File: src/rtl/wo_pkg.sv
package wo_pkg;
   // Bit positions of the control word; neighbours decode these.
   localparam int RET_POS  = 0;
   localparam int DMNA_POS = 1;
   localparam int MODE_POS = 2;
   localparam int PRIO_POS = 3;

   typedef enum logic {
      MODE_WHOLE = 1'b0,
      MODE_SPLIT = 1'b1
   } mode_e;

   typedef struct packed {
      logic split;
      logic main_full;
      logic sub_full;
      logic main_upper;
      logic sub_upper;
   } map_t;
endpackage

File: src/rtl/wo_state.sv
module wo_state
   import wo_pkg::*;
#(
   parameter int   PRIO_W         = 2,
   parameter logic MAIN_OWNS_INIT = 1'b1
) (
   input  logic              clk,
   input  logic              rst_n,
   input  logic              sub_wr,
   input  logic              sub_ret,
   input  mode_e             sub_mode,
   input  logic [PRIO_W-1:0] sub_prio,
   input  logic              main_wr,
   input  logic              main_dmna,
   output logic              owns_q,
   output logic              tog_q,
   output logic              req_q,
   output mode_e             mode_q,
   output logic [PRIO_W-1:0] prio_q
);
   // Stage one: sub-side write applied to current state
   logic              s1_owns, s1_tog, s1_req;
   mode_e             s1_mode;
   logic [PRIO_W-1:0] s1_prio;
   // Stage two: main-side write judged against stage one
   logic              s2_owns, s2_req;

   always_comb begin
      s1_owns = owns_q;
      s1_tog  = tog_q;
      s1_req  = req_q;
      s1_mode = mode_q;
      s1_prio = prio_q;
      if (sub_wr) begin
         if (sub_ret) s1_owns = 1'b1;
         s1_tog = sub_ret;
         if (sub_mode != mode_q) begin
            s1_req = (sub_ret != tog_q);
         end else if (sub_mode == MODE_SPLIT && sub_ret != tog_q) begin
            s1_req = 1'b0;
         end
         s1_mode = sub_mode;
         s1_prio = sub_prio;
      end
   end

   always_comb begin
      s2_owns = s1_owns;
      s2_req  = s1_req;
      if (main_wr) begin
         if (main_dmna) begin
            s2_owns = 1'b0;
         end else if (s1_mode == MODE_SPLIT) begin
            s2_req = 1'b1;
         end
      end
   end

   always_ff @(posedge clk) begin
      if (!rst_n) begin
         owns_q <= MAIN_OWNS_INIT;
         tog_q  <= 1'b0;
         req_q  <= 1'b0;
         mode_q <= MODE_WHOLE;
         prio_q <= '0;
      end else begin
         owns_q <= s2_owns;
         tog_q  <= s1_tog;
         req_q  <= s2_req;
         mode_q <= s1_mode;
         prio_q <= s1_prio;
      end
   end

   // RET=1 from the sub side claims the RAM unless main releases it
   a_r3_ret_claims: assert property (@(posedge clk) disable iff (!rst_n)
      sub_wr && sub_ret && !(main_wr && main_dmna) |=> owns_q);
   // toggle follows the written RET
   a_r3_toggle_follows: assert property (@(posedge clk) disable iff (!rst_n)
      sub_wr |=> tog_q == $past(sub_ret));
   // a toggle flip within split clears the request
   a_r6_swap_clears: assert property (@(posedge clk) disable iff (!rst_n)
      sub_wr && !main_wr && sub_mode == MODE_SPLIT && mode_q == MODE_SPLIT
      && sub_ret != tog_q |=> !req_q);
   // a layout switch raises a request only on a toggle change
   a_r7_switch_req: assert property (@(posedge clk) disable iff (!rst_n)
      sub_wr && !main_wr && sub_mode != mode_q
      |=> req_q == ($past(sub_ret) != $past(tog_q)));
   // main request judged against the post-sub layout
   a_r8_request_raised: assert property (@(posedge clk) disable iff (!rst_n)
      main_wr && !main_dmna
      && ((sub_wr && sub_mode == MODE_SPLIT) || (!sub_wr && mode_q == MODE_SPLIT))
      |=> req_q);
   // main release clears ownership
   a_r9_release: assert property (@(posedge clk) disable iff (!rst_n)
      main_wr && main_dmna |=> !owns_q);
   // no write, no state change
   a_r2_idle_hold: assert property (@(posedge clk) disable iff (!rst_n)
      !sub_wr && !main_wr |=> $stable(owns_q) && $stable(tog_q) && $stable(req_q)
      && $stable(mode_q) && $stable(prio_q));
endmodule

File: src/rtl/wo_view.sv
module wo_view
   import wo_pkg::*;
#(
   parameter int DATA_W = 8,
   parameter int PRIO_W = 2
) (
   input  logic              owns,
   input  logic              tog,
   input  logic              req,
   input  mode_e             mode,
   input  logic [PRIO_W-1:0] prio,
   output logic [DATA_W-1:0] rdata,
   output map_t              map
);
   localparam int USED_W = PRIO_POS + PRIO_W;

   logic stat_ret, stat_dmna;
   logic [USED_W-1:0] low_word;

   // Status bits are derived, their meaning set by the layout
   always_comb begin
      if (mode == MODE_SPLIT) begin
         stat_ret  = tog;
         stat_dmna = req;
      end else begin
         stat_ret  = owns;
         stat_dmna = ~owns;
      end
      low_word = {prio, mode == MODE_SPLIT, stat_dmna, stat_ret};
   end

   generate
      if (DATA_W > USED_W) begin : g_pad
         assign rdata = {{(DATA_W - USED_W){1'b0}}, low_word};
      end else begin : g_exact
         assign rdata = low_word;
      end
   endgenerate

   always_comb begin
      map = '0;
      if (mode == MODE_SPLIT) begin
         map.split      = 1'b1;
         map.main_upper = tog;
         map.sub_upper  = ~tog;
      end else begin
         map.main_full  = owns;
         map.sub_full   = ~owns;
      end
   end
endmodule

File: src/rtl/wo_chg.sv
module wo_chg
   import wo_pkg::*;
#(
   parameter logic MAIN_OWNS_INIT = 1'b1,
   parameter bit   PULSE_LATE     = 1'b0
) (
   input  logic clk,
   input  logic rst_n,
   input  map_t map_now,
   output logic pulse
);
   localparam map_t RST_MAP = '{split: 1'b0, main_full: MAIN_OWNS_INIT,
                                sub_full: ~MAIN_OWNS_INIT,
                                main_upper: 1'b0, sub_upper: 1'b0};

   map_t map_q;
   logic differ;

   always_ff @(posedge clk) begin
      if (!rst_n) map_q <= RST_MAP;
      else        map_q <= map_now;
   end

   assign differ = (map_now != map_q);

   generate
      if (PULSE_LATE) begin : g_late
         logic pulse_q;
         always_ff @(posedge clk) begin
            if (!rst_n) pulse_q <= 1'b0;
            else        pulse_q <= differ;
         end
         assign pulse = pulse_q;
      end else begin : g_early
         assign pulse = differ;
      end
   endgenerate
endmodule

File: src/rtl/wram_own_ctrl.sv
module wram_own_ctrl
   import wo_pkg::*;
#(
   parameter int   DATA_W         = 8,
   parameter int   PRIO_W         = 2,
   parameter logic MAIN_OWNS_INIT = 1'b1,
   parameter bit   PULSE_LATE     = 1'b0
) (
   input  logic              clk,
   input  logic              rst_n,
   input  logic              sub_wr,
   input  logic [DATA_W-1:0] sub_wdata,
   output logic [DATA_W-1:0] sub_rdata,
   input  logic              main_wr,
   input  logic [DATA_W-1:0] main_wdata,
   output logic [DATA_W-1:0] main_rdata,
   output logic              split_mode,
   output logic              main_full,
   output logic              sub_full,
   output logic              main_upper,
   output logic              sub_upper,
   output logic              map_chg
);
   localparam int USED_W = PRIO_POS + PRIO_W;

   generate
      if (PRIO_W < 1) begin : g_bad_prio
         $error("PRIO_W must be at least 1");
      end
      if (DATA_W < USED_W) begin : g_bad_width
         $error("DATA_W too narrow for the control word");
      end
   endgenerate

   logic              owns, tog, req;
   mode_e             mode;
   logic [PRIO_W-1:0] prio;
   logic [DATA_W-1:0] view_word;
   map_t              map;
   mode_e             sub_mode;

   assign sub_mode = mode_e'(sub_wdata[MODE_POS]);

   // Main side only uses DMNA; sub side ignores its DMNA bit
   logic unused_bits;
   assign unused_bits = ^{main_wdata, sub_wdata[DMNA_POS], sub_wdata[DATA_W-1:USED_W]};

   wo_state #(.PRIO_W(PRIO_W), .MAIN_OWNS_INIT(MAIN_OWNS_INIT)) u_state (
      .clk       (clk),
      .rst_n     (rst_n),
      .sub_wr    (sub_wr),
      .sub_ret   (sub_wdata[RET_POS]),
      .sub_mode  (sub_mode),
      .sub_prio  (sub_wdata[PRIO_POS +: PRIO_W]),
      .main_wr   (main_wr),
      .main_dmna (main_wdata[DMNA_POS]),
      .owns_q    (owns),
      .tog_q     (tog),
      .req_q     (req),
      .mode_q    (mode),
      .prio_q    (prio)
   );

   wo_view #(.DATA_W(DATA_W), .PRIO_W(PRIO_W)) u_view (
      .owns  (owns),
      .tog   (tog),
      .req   (req),
      .mode  (mode),
      .prio  (prio),
      .rdata (view_word),
      .map   (map)
   );

   wo_chg #(.MAIN_OWNS_INIT(MAIN_OWNS_INIT), .PULSE_LATE(PULSE_LATE)) u_chg (
      .clk     (clk),
      .rst_n   (rst_n),
      .map_now (map),
      .pulse   (map_chg)
   );

   assign sub_rdata  = view_word;
   assign main_rdata = view_word;
   assign split_mode = map.split;
   assign main_full  = map.main_full;
   assign sub_full   = map.sub_full;
   assign main_upper = map.main_upper;
   assign sub_upper  = map.sub_upper;

   // exactly one whole-RAM owner, or a complementary half split
   a_r5_exclusive: assert property (@(posedge clk) disable iff (!rst_n)
      split_mode ? (!main_full && !sub_full && (main_upper != sub_upper))
                 : ((main_full != sub_full) && !main_upper && !sub_upper));
   // both ports see one word
   a_r2_same_view: assert property (@(posedge clk) disable iff (!rst_n)
      main_rdata == sub_rdata);

   generate
      if (!PULSE_LATE) begin : g_pulse_chk
         // a mapping change is announced in the following cycle
         a_r10_pulse_on_change: assert property (@(posedge clk) disable iff (!rst_n)
            {split_mode, main_full, sub_full, main_upper, sub_upper} !=
            $past({split_mode, main_full, sub_full, main_upper, sub_upper}) |-> map_chg);
         // no notice without a change
         a_r10_quiet_otherwise: assert property (@(posedge clk) disable iff (!rst_n)
            {split_mode, main_full, sub_full, main_upper, sub_upper} ==
            $past({split_mode, main_full, sub_full, main_upper, sub_upper}) |-> !map_chg);
      end
   endgenerate
endmodule

File: config.mk
export PLATFORM = sky130hd
export DESIGN_NAME = wram_own_ctrl
export DESIGN_NICKNAME = d
export VERILOG_FILES = /design/src/rtl/wo_pkg.sv /design/src/rtl/wo_state.sv /design/src/rtl/wo_view.sv /design/src/rtl/wo_chg.sv /design/src/rtl/wram_own_ctrl.sv
export SDC_FILE = /design/constraint.sdc
export NUM_CORES = 1
export LEC_CHECK = 0
export BUFFER_PORTS_ARGS = -buffer_cell sky130_fd_sc_hd__buf_2
export CORE_ASPECT_RATIO = 1.1
export CORE_MARGIN = 4
export CORE_UTILIZATION = 36
export CTS_CLUSTER_SIZE = 16
export DETAILED_ROUTE_END_ITERATION = 6
export PLACE_DENSITY_LB_ADDON = 0.15
export SLEW_MARGIN = 10
export SYNTH_ARGS = -nofsm -noshare
export SYNTH_HDL_FRONTEND = slang
export SYNTH_SLANG_ARGS = --single-unit
File: constraint.sdc
create_clock -name clk -period 1.15 [get_ports clk]
set_clock_uncertainty 0.05 [all_clocks]
set_input_delay 0.1725 -clock clk [delete_from_list [all_inputs] [get_ports clk]]
set_output_delay 0.1725 -clock clk [all_outputs]
set_load 0.02 [all_outputs]
### Yosys cells after proc, flatten, opt, wreduce, memory -nomap -nowiden

Cells that the tools add are included.

| word-level totals | value |
|---|---|
| bits in read-only memories | 0 |
| word-level logic and storage cells | 32 |
| bits in registers | 11 |
| bits in latches | 0 |
| memories | 0 |
| input bits | 20 |
| output and inout bits | 22 |
| bits in writable memories | 0 |

| operators by class | value |
|---|---|
| magnitude comparators | 0 |
| multiplexer cells | 16 |
| shifts and indexed selects | 0 |
| reductions and logical operators | 1 |
| bitwise gates (word level) | 2 |
| add/sub/neg operators | 0 |
| multiply operators | 0 |
| equality and inequality tests | 3 |
| div/mod/pow operators | 0 |

Operators by type and width:

| cell | number |
|---|---|
| $mux W1 | 14 |
| $ne A5 B5 Y1 | 1 |
| $mux W2 | 2 |
| $ne A1 B1 Y1 | 2 |
| $not A1 Y1 | 2 |
| $logic_and A1 B1 Y1 | 1 |

### Longest topological paths before layout

Gate-level depths: netlist of the first run.

| depth | value |
|---|---|
| depth after elaboration | 8 |
| mapped depth | 5 |
| mapped depth without buffers | 4 |

### By module

Synthesis of the first run repeated with hierarchy kept, for this count alone.

| unflattened totals | value |
|---|---|
| cells, all modules | 69 |
| area, all modules | 641.9 um^2 |

Modules (own cells, without submodules):

| module | cells an instance | area an instance (um^2) | seq. area each (um^2) | times used |
|---|---|---|---|---|
| wo_state | 28 | 286.5 | 120.1 | 1 |
| wo_chg | 17 | 185.2 | 100.1 | 1 |
| wo_view | 16 | 110.1 | 0.0 | 1 |
| wram_own_ctrl | 8 | 60.1 | 0.0 | 1 |

### Worst setup path before layout of the first run

OpenSTA, ideal clock, no wires.

| timing | value |
|---|---|
| kind | register to output |
| from | register u_state.mode_q |
| to | output port map_chg |
| cell stages (with the launch flop) | 6 |
| path buffers | 1 |
| arrival | 1439 ps |
| required time | 928 ps |
| setup slack | -512 ps |
| cells stage by stage | dfxtp_1 > buf_4 > nor2_1 > nand3_1 > o21ai_0 > nand4_1 |

| between the ends | value |
|---|---|
| cells in the longest elaborated chain, start to end | 2 |
| elaborated cells on any way between the ends | 4 |
| classes of those cells | eq/ne (1); mux (3) |

RTL lines:

| element | RTL line | RTL |
|---|---|---|
| from (decl) | wo_state.sv:18 | `output mode_e mode_q,` |
| from (signal assigned) | wo_state.sv:70 | `mode_q <= s1_mode;` |
| $mux W2 | wo_view.sv:42 | `if (mode == MODE_SPLIT) begin` |
| named net sub_full | wram_own_ctrl.sv:19 | `output logic sub_full,` |
| $ne A5 B5 Y1 | wo_chg.sv:24 | `assign differ = (map_now != map_q);` |
| to (decl) | wram_own_ctrl.sv:22 | `output logic map_chg` |

The timed path passes the listed nets, and every way through them passes these cells.

### Worst setup path after layout of the first run

| timing | value |
|---|---|
| from | register u_state.owns_q |
| to | output port map_chg |

| between the ends | value |
|---|---|
| cells in the longest elaborated chain, start to end | 3 |

RTL lines:

| element | RTL line | RTL |
|---|---|---|
| from (decl) | wo_state.sv:15 | `output logic owns_q,` |
| from (signal assigned) | wo_state.sv:67 | `owns_q <= s2_owns;` |
| $not A1 Y1 | wo_view.sv:48 | `map.sub_full = ~owns;` |
| $mux W2 (*) | wo_view.sv:42 |  |
| $ne A5 B5 Y1 (*) | wo_chg.sv:24 |  |

Mark *: on every way between the ends. The rest lies on a longest branch, timed or not.

==> metrics.cfg, run 1 <==
[run_status]
status = finished, violations left
violations = setup timing

[floorplan]
core_um2 = 1633
ios = 42
fp-row-count = 15
dieWidth_um = 48.30
die_area_um2 = 2528
die_h_um = 52.33
start_util = 0.3939

[setup_path]
cp_slowest_cell = dfxtp_4
r2r_setup_slack_ns = -0.02
startpoint_type = register
worstPathMaxFanout = 4
worstReg2RegStart = u_state.tog_q$_SDFFE_PN0P_
end_kind = primary output
critPathMaxStageDelay_ns = 0.38
worst_ep_required_time_ns = 0.93
path_cells = nor2b_4 > xnor2_1 > nand4_1 > buf_6
worst_r2r_path_depth = 5
rr_endpoint = u_state.req_q$_SDFF_PN0_
crit_type = reg -> out
critPathArrivalTime_ns = 1.20

[routing]
drc_errors = 0
avgViaCountPerCell = 4.720
routedWlPerCell_um = 11.14
drt_pre_antenna_iters = 1
drt-initial-drc-count = 0
num_vias = 557
antenna_left = 0
routed_wl_um = 1314

[sta]
fmax_mhz = 701.7
hold_viol = 0
report.final.slew_viol_count = 0
finalSetupViolations = 13
rsz0062_at_grt = true
worst_slack_ns = -0.2751
finalCriticalPeriod_ns = 1.425
whs_ns = 0.1159
totalNegativeSetupSlack_ns = -1.882
fin_crit_sh = 1.239

[global_route]
grt_antenna_before_repair = 0
grt_pass1_wl_um = 2270
gr-usage-all-layers = 0.1125
overflow = 0
grt_max_degree = 11
grt_pass1_vias = 546

[logic_synthesis]
syn_inst = 73
ys_seq_area_frac = 0.3424
syn-cell-area_um2 = 643.1
syn_area_per_cell_um2 = 8.810
synthDistinctLibCells = 27
ys_ff_latch = 11
ys_warn_count = 0

[hold_path]
min_to = u_state.prio_q[0]$_SDFFE_PN0P_
hold_class = in -> reg
min_from = sub_wdata[3]
whs_path_depth = 3

[pwr]
irDropWorstVdd_uv = 545.4
power.density_nw_per_um2 = 1082
p_leak_nw = 0.4514

[clock_tree]
numCtsBuffers = 3
clk_latency_ns = 0.26
clockBufferDepth = 2
cts_tree = done
clk_pin_slew_worst_paths_ns = 0.07
htree_levels = 1
cts-root-buf = clkbuf_4
clkSinkCount = 11

[placed_design]
place_congestion = 0.7311
place_ws_ns = -0.07879
place_hpwl_um = 929.2
portBuffers = 24
place_area_um2 = 740.7

[final_layout]
final_util = 0.5793
drive_gt1_frac = 0.5248
num_antenna_cells = 0
syn_to_final_growth_pct = 47.08
finalNetCount = 122
num-fill-cells = 142
fin_area_um2 = 945.9

[flow_run]
cap_violations = 0

[layout by cell type, fill, tap and decap left out, drive strengths merged]
cell type,instances
clkbuf,4
a31oi,1
nand4,1
and2,4
nor2,5
inv,2
a21o,1
nand2,1
nand2b,2
and2b,1
o21ai,4
buf,36
xnor2,2
dfxtp,11
and3,1
nand3b,1
a21oi,3
mux2i,5
a211oi,1
nand3,1
conb,6
o31ai,1
a22oi,1
nor3b,1
nor2b,5
[metal layers]
metal	GRT usage	wire [um]	vias to the layer above
li1	-	-	278
met1	0.1387	564	251
met2	0.1804	614	26
met3	0.02849	118	2
met4	0.05530	17	0
met5	0	0	-
[worst max-delay path by stage]
stage	cells after the start	slack, ns	end	start
floorplan	5	-0.17	map_chg	u_state.mode_q$_SDFF_PN0_
detailed placement	5	-0.08	map_chg	u_state.tog_q$_SDFFE_PN0P_
global route	5	-0.33	map_chg	u_state.owns_q$_SDFF_PN1_
global placement	5	-0.08	map_chg	u_state.tog_q$_SDFFE_PN0P_
finish	4	-0.28	map_chg	u_state.owns_q$_SDFF_PN1_
CTS	4	-0.26	map_chg	u_state.owns_q$_SDFF_PN1_
[flip-flops by register name, summed over array words and instances (netlist names)]
register,flops
u_state.req_q,1
u_state.tog_q,1
u_chg.map_q,5
u_state.mode_q,1
u_state.owns_q,1
u_state.prio_q,2
[kinds of logic (layout without fill, tap and decap cells)]
kind of cell / Yosys count / in the layout / synth area share
AOI/OAI and AO/OA: 12 / 12 / 0.1187
buffers and inverters: 19 / 42 / 0.2121
other: 1 / 6 / 0.005831
DFF: 11 / 11 / 0.3424
xor gates and xnor gates: 2 / 2 / 0.03892
and+or+nand+nor: 23 / 23 / 0.2043
muxes: 5 / 5 / 0.07782
[layout make-up]
| cell class | count | area (um^2) | share of cell area |
|---|---|---|---|
| tap | 17 | 21.27 | 0.02249 |
| sequential | 11 | 232.7 | 0.2460 |
| clock buffer | 4 | 26.28 | 0.02778 |
| timing repair buffer | 36 | 292.8 | 0.3095 |
| inverter | 2 | 7.507 | 0.007937 |
| multi-input combinational | 48 | 365.4 | 0.3862 |
[worst max-delay path: cells and delay by family, from the launching register on]
kind                      cells  cell delay (ns)
buffers and inverters         1             0.15
and+or+nand+nor               2             0.29
DFF                           1             0.38
xor gates and xnor gates      1             0.12
[synth_stat cells]
library cell	n	share of area
nor3b_1	1	0.012
nor2b_1	5	0.049
and2_1	4	0.039
nand2_1	1	0.0058
xnor2_2	1	0.025
a21o_1	1	0.012
a22oi_1	1	0.012
nor2_1	5	0.029
o31ai_1	1	0.012
mux2i_1	5	0.078
inv_1	2	0.012
buf_2	1	0.0078
and3_1	1	0.0097
dfxtp_1	11	0.34
buf_4	15	0.18
a31oi_1	1	0.0097
nand4_1	1	0.0097
a21oi_1	3	0.023
conb_1	1	0.0058
and2b_1	1	0.012
a211oi_2	1	0.019
nand3_1	1	0.0078
nand3b_1	1	0.012
xnor2_1	1	0.014
buf_6	1	0.018
o21ai_0	4	0.031
nand2b_1	2	0.019
[per-stage QoR]
| stage | std cells | total power, W |
|---|---|---|
| CTS | 118 | 0.001027 |
| global route | 118 | 0.001080 |
| detailed placement | 108 | 0.0006849 |
| floorplan | 78 | 0.0006499 |
| global placement | 108 | 0.0006835 |
| finish | 118 | 0.001024 |
[power breakdown]
part           internal, W  leakage, nW  switching (W)  total, W
logic             0.000176        0.344       0.000168  0.000344
registers         0.000400       0.0923      0.0000236  0.000423
clock network     0.000134       0.0150       0.000123  0.000257
total             0.000709        0.451       0.000314   0.00102
[what timing repair did]
action / 4_1_cts / 5_1_grt
pin swaps: 5 / 2
gates resized for setup: 36 / 5
hold buffers: 0 / 0
buffers inserted: 6 / 0
setup endpoints to repair: 13 / 13
No activity file was read; power rests on OpenSTA's default activity.
==> inputs of run 2 (changes only) <==
--- a/config.mk
+++ b/config.mk
@@ -7,11 +7,11 @@
 export LEC_CHECK = 0
 export BUFFER_PORTS_ARGS = -buffer_cell sky130_fd_sc_hd__buf_2
 export CORE_ASPECT_RATIO = 1.1
-export CORE_MARGIN = 4
-export CORE_UTILIZATION = 36
+export CORE_UTILIZATION = 40
 export CTS_CLUSTER_SIZE = 16
 export DETAILED_ROUTE_END_ITERATION = 6
 export PLACE_DENSITY_LB_ADDON = 0.15
+export RECOVER_POWER = 100
 export SLEW_MARGIN = 10
 export SYNTH_ARGS = -nofsm -noshare
 export SYNTH_HDL_FRONTEND = slang
==> constraint.sdc (replaced) <==
create_clock -name clk -period 1.51 [get_ports clk]
set_clock_uncertainty 0.05 [all_clocks]
set_input_delay 0.2265 -clock clk [delete_from_list [all_inputs] [get_ports clk]]
set_output_delay 0.2265 -clock clk [all_outputs]
set_load 0.02 [all_outputs]
==> run 2 against run 1 <==
Net effect:
- worst hold slack improved by 0.055 ns
- largest power group unchanged
- total power decreased by 30%
- highest routed layer unchanged
- sequential power decreased by 24%
- the flow now finishes without violations
- non-clock buffer count decreased by 8
- sequential share of layout area increased by 5.4 points
- clock power decreased by 24%
- die area decreased by 30%
==> metrics.cfg, run 2 (synthesis gave the netlist of run 1 again) <==
[hold_path]
whs_path_depth = 3
hold_class = in -> reg
min_from = sub_wdata[3]
min_to = u_state.prio_q[0]$_SDFFE_PN0P_

[final_layout]
largest_reg_flops = 5
final_cell_mix = 23 x buf_2, 7 x dfxtp_1, 6 x conb_1
final_util = 0.5392
top_register = u_chg.map_q
layout_commonest_cell = buf_2
reg.largest.list = u_chg.map_q x5, u_state.prio_q x2
final_cells = 109
drive_gt1_frac = 0.4516
syn_to_final_growth_pct = 20.43
num_antenna_cells = 0
finalNetCount = 114

[sta]
worst_slack_ns = 0.03985
finalCriticalPeriod_ns = 1.470
report.final.slew_viol_count = 0
finalSetupViolations = 0
totalNegativeSetupSlack_ns = 0
hold_viol = 0
rsz0062_at_grt = true
fin_crit_sh = 0.9736
fmax_mhz = 680.2

[placed_design]
place_ws_ns = 0.1552
place_congestion = 0.6774
portBuffers = 24
dp_cells = 103
place_hpwl_um = 801.2

[routing]
routed_wl_um = 1035
drc_errors = 0
drt_pre_antenna_iters = 4
avgViaCountPerCell = 4.624
routedWlPerCell_um = 9.495
num_vias = 504
antenna_left = 0
drt-initial-drc-count = 6

[global_route]
grt_pass1_wl_um = 1635
grt_pass1_vias = 425
grt_antenna_before_repair = 0
grt_max_degree = 11
overflow = 0
gr-usage-all-layers = 0.1319

[floorplan]
fp-row-count = 14
dieWidth_um = 40.23
start_util = 0.4477
die_area_um2 = 1772
ios = 42
core_um2 = 1436
die_h_um = 44.06

[setup_path]
worst_ep_required_time_ns = 1.23
critPathArrivalTime_ns = 1.19
end_kind = primary output
worst_r2r_path_depth = 5
path_cells = nand2b_1 > a22oi_1 > o21ai_1 > nand4_1 > buf_6
cp_slowest_cell = dfxtp_4
startpoint_type = register
worstReg2RegStart = u_state.tog_q$_SDFFE_PN0P_
rr_endpoint = u_state.req_q$_SDFF_PN0_
crit_type = reg -> out
r2r_setup_slack_ns = 0.25
critPathMaxStageDelay_ns = 0.36
worstPathMaxFanout = 6

[clock_tree]
numCtsBuffers = 3
clk_pin_slew_worst_paths_ns = 0.08
clockBufferDepth = 2
clk_latency_ns = 0.26
cts-root-buf = clkbuf_4
clkSinkCount = 11
cts_tree = done
htree_levels = 1

[run_status]
status = complete, no violations

[pwr]
p_leak_nw = 0.3942
irDropWorstVdd_uv = 529.0
power.total_w = 0.0007125
power.density_nw_per_um2 = 919.9

[flow_run]
cap_violations = 0

[run 2: power breakdown]
| part | switching [W] | leakage (nW) | internal [W] |
|---|---|---|---|
| combinational | 0.000112 | 0.284 | 0.0000850 |
| sequential | 0.0000165 | 0.0923 | 0.000304 |
| clock | 0.0000975 | 0.0177 | 0.0000977 |
[run 2: critical path, delay by kind of cell, from the launching register on]
kind                   cells  cell delay (ns)
buffers and inverters      1             0.12
and+or+nand+nor            2             0.24
DFF                        1             0.36
AOI/OAI and AO/OA          2             0.21
[run 2: area by class of cell]
class / instances / area, um^2
Fill cell: 152 / 661.9
Multi-Input combinational cell: 48 / 330.3
Sequential cell: 11 / 232.7
Timing Repair Buffer: 28 / 156.4
Clock buffer: 3 / 22.52
Tap cell: 16 / 20.02
Inverter: 2 / 7.507
Clock inverter: 1 / 5.005
[run 2: how the worst max path moves through the flow]
stage / from / endpoint
after global routing: u_state.owns_q$_SDFF_PN1_ / map_chg
final: u_state.tog_q$_SDFFE_PN0P_ / map_chg
after global placement: u_state.mode_q$_SDFF_PN0_ / map_chg
after CTS: u_state.tog_q$_SDFFE_PN0P_ / map_chg
after detailed placement: u_state.mode_q$_SDFF_PN0_ / map_chg
after floorplan: u_state.mode_q$_SDFF_PN0_ / main_rdata[0]
[run 2: layer usage]
layer / share of wire / GRT usage / vias to the layer above
met1: 0.46 / 0.1656 / 223
met3: 0.050 / 0.03015 / 2
met2: 0.48 / 0.2097 / 17
met4: 0.0048 / 0.06000 / 0
met5: 0 / 0 / -
li1: - / - / 262
[run 2: repair_timing]
action,in CTS,in global routing
hold endpoints to repair,0,0
pin swaps,0,3
setup buffers,0,2
hold buffers,0,0
gates resized for setup,6,8
endpoints found under the setup margin,6,1
[run 2: through the flow]
stage,cell area (um^2),hold slack (ns)
final,774.5,0.1711
after global routing,774.5,0.1694
after CTS,739.5,0.1698
after detailed placement,698.2,0.4457
after global placement,698.2,0.4390
after floorplan,671.9,0.2502
==> inputs of run 3 (changes only) <==
--- a/config.mk
+++ b/config.mk
@@ -11,7 +11,8 @@
 export CTS_CLUSTER_SIZE = 16
 export DETAILED_ROUTE_END_ITERATION = 6
 export PLACE_DENSITY_LB_ADDON = 0.15
-export RECOVER_POWER = 100
+export RECOVER_POWER = 25
+export REMOVE_ABC_BUFFERS = 1
 export SLEW_MARGIN = 10
 export SYNTH_ARGS = -nofsm -noshare
 export SYNTH_HDL_FRONTEND = slang
==> run 3 against run 2 <==
Net effect:
- register-to-register slack lost 0.15 ns
- sequential power about the same
- die area unchanged
- flip-flop and latch count stayed put
- cell area is 3.4% higher
- highest routed layer unchanged
- fmax down 1.2%
- worst hold slack improved by 0.00075 ns
- routed wire length increased by 19%
- largest power group unchanged
==> metrics.cfg, run 3 (synthesis gave the netlist of run 1 again) <==
[run_status]
status = complete, no violations

[routing]
antenna_left = 0
routed_wl_um = 1229
drt-initial-drc-count = 11
drc_errors = 0
avgViaCountPerCell = 4.973
drt_pre_antenna_iters = 5
routedWlPerCell_um = 11.17
num_vias = 547

[clock_tree]
cts_tree = done
htree_levels = 1
numCtsBuffers = 3
clk_pin_slew_worst_paths_ns = 0.08
clk_latency_ns = 0.26
clockBufferDepth = 2
clkSinkCount = 11
cts-root-buf = clkbuf_4

[placed_design]
portBuffers = 24
place_congestion = 0.7709
place_area_um2 = 695.7
place_hpwl_um = 830.9

[final_layout]
num-fill-cells = 143
largest_reg_flops = 5
reg.largest.list = u_chg.map_q x5, u_state.prio_q x2
syn_to_final_growth_pct = 24.51
layout_commonest_cell = buf_2
num_antenna_cells = 0
drive_gt1_frac = 0.4681
fin_area_um2 = 800.8
top_register = u_chg.map_q
finalNetCount = 115
final_cell_mix = 23 x buf_2, 7 x dfxtp_1, 6 x conb_1, 6 x buf_4, 5 x mux2i_1

[sta]
finalSetupViolations = 0
hold_viol = 0
fmax_mhz = 672.2
whs_ns = 0.1718
finalCriticalPeriod_ns = 1.488
report.final.slew_viol_count = 0
rsz0062_at_grt = true
fin_crit_sh = 0.9853

[setup_path]
startpoint_type = register
crit_type = reg -> out
worstPathMaxFanout = 3
worst_ep_required_time_ns = 1.23
worst_r2r_path_depth = 6
critPathArrivalTime_ns = 1.21
end_kind = primary output

[floorplan]
fp-row-count = 14
dieWidth_um = 40.23
ios = 42
core_um2 = 1436
die_h_um = 44.06
die_area_um2 = 1772
start_util = 0.4477

[flow_run]
cap_violations = 0

[global_route]
gr-usage-all-layers = 0.1565
grt_antenna_before_repair = 0
grt_max_degree = 11
grt_pass1_vias = 455
grt_pass1_wl_um = 1869
overflow = 0

[pwr]
power.density_nw_per_um2 = 907.1
p_leak_nw = 0.4003
irDropWorstVdd_uv = 545.4

[hold_path]
hold_class = in -> reg
whs_path_depth = 3

-- run 3: changes by cell type in the layout (fill, tap and decap cells not counted) --
cell | previous run | this run
nand2b_4 | 0 | 1
xnor2_4 | 0 | 1
clkinv_2 | 1 | 0
xnor2_2 | 2 | 1
buf_4 | 4 | 6
a22oi_1 | 1 | 0
a22oi_2 | 0 | 1
clkbuf_1 | 0 | 1
buf_6 | 1 | 0
nand2b_1 | 2 | 1
-- run 3: area by class of cell --
cell class	count	area [um^2]	area share
Timing Repair Buffer	29	160.2	0.2000
Multi-Input combinational cell	48	354.1	0.4422
Clock buffer	4	26.28	0.03281
Tap cell	16	20.02	0.02500
Inverter	2	7.507	0.009375
Sequential cell	11	232.7	0.2906
-- run 3: routing by layer --
metal  up-vias  track usage  wire (um)
li1        267            -          -
met1       257       0.2057        519
met2        21       0.2387        631
met3         2      0.03015         64
met4         0      0.08000         14
met5         -            0          0
-- run 3: final timing paths --
path,start,endpoint,slack (ns)
worst max-delay path,u_chg.map_q[1]$_SDFF_PN0_,map_chg,0.02
worst min-delay path,sub_wdata[4],u_state.prio_q[1]$_SDFFE_PN0P_,0.17
worst max register to register,u_state.tog_q$_SDFFE_PN0P_,u_state.req_q$_SDFF_PN0_,0.10
worst min register to register,u_state.tog_q$_SDFFE_PN0P_,u_chg.map_q[1]$_SDFF_PN0_,0.48
-- run 3: through the flow --
stage	setup slack (ns)	total power, W	cells	setup TNS, ns	util
CTS	0.004392	0.0007146	108	0	0.5174
global route	-0.04393	0.0007652	110	-0.04393	0.5575
finish	0.02226	0.0007263	110	0	0.5575
floorplan	-0.5430	0.0004405	61	-2.178	-
detailed placement	0.1618	0.0005068	104	0	0.4843
global placement	0.1844	0.0005052	104	0	0.4843
-- run 3: repair_timing --
item,4_1_cts,5_1_grt
endpoints found under the setup margin,7,5
pin swaps,0,4
gates resized for setup,10,9
buffers inserted,0,2
hold buffers,0,0
-- run 3: report_power, final --
| part | switching (W) | leakage (nW) | internal [W] |
|---|---|---|---|
| Clock | 0.0000984 | 0.0150 | 0.000102 |
| Combinational | 0.000114 | 0.293 | 0.0000889 |
| Sequential | 0.0000188 | 0.0923 | 0.000304 |
| Total | 0.000231 | 0.400 | 0.000495 |
-- run 3: critical path: stages, from the launching register on --
cell	delay (ns)
dfxtp_2	0.35
nor2_4	0.13
a22oi_2	0.09
o21ai_1	0.14
nand4_1	0.09
buf_4	0.16
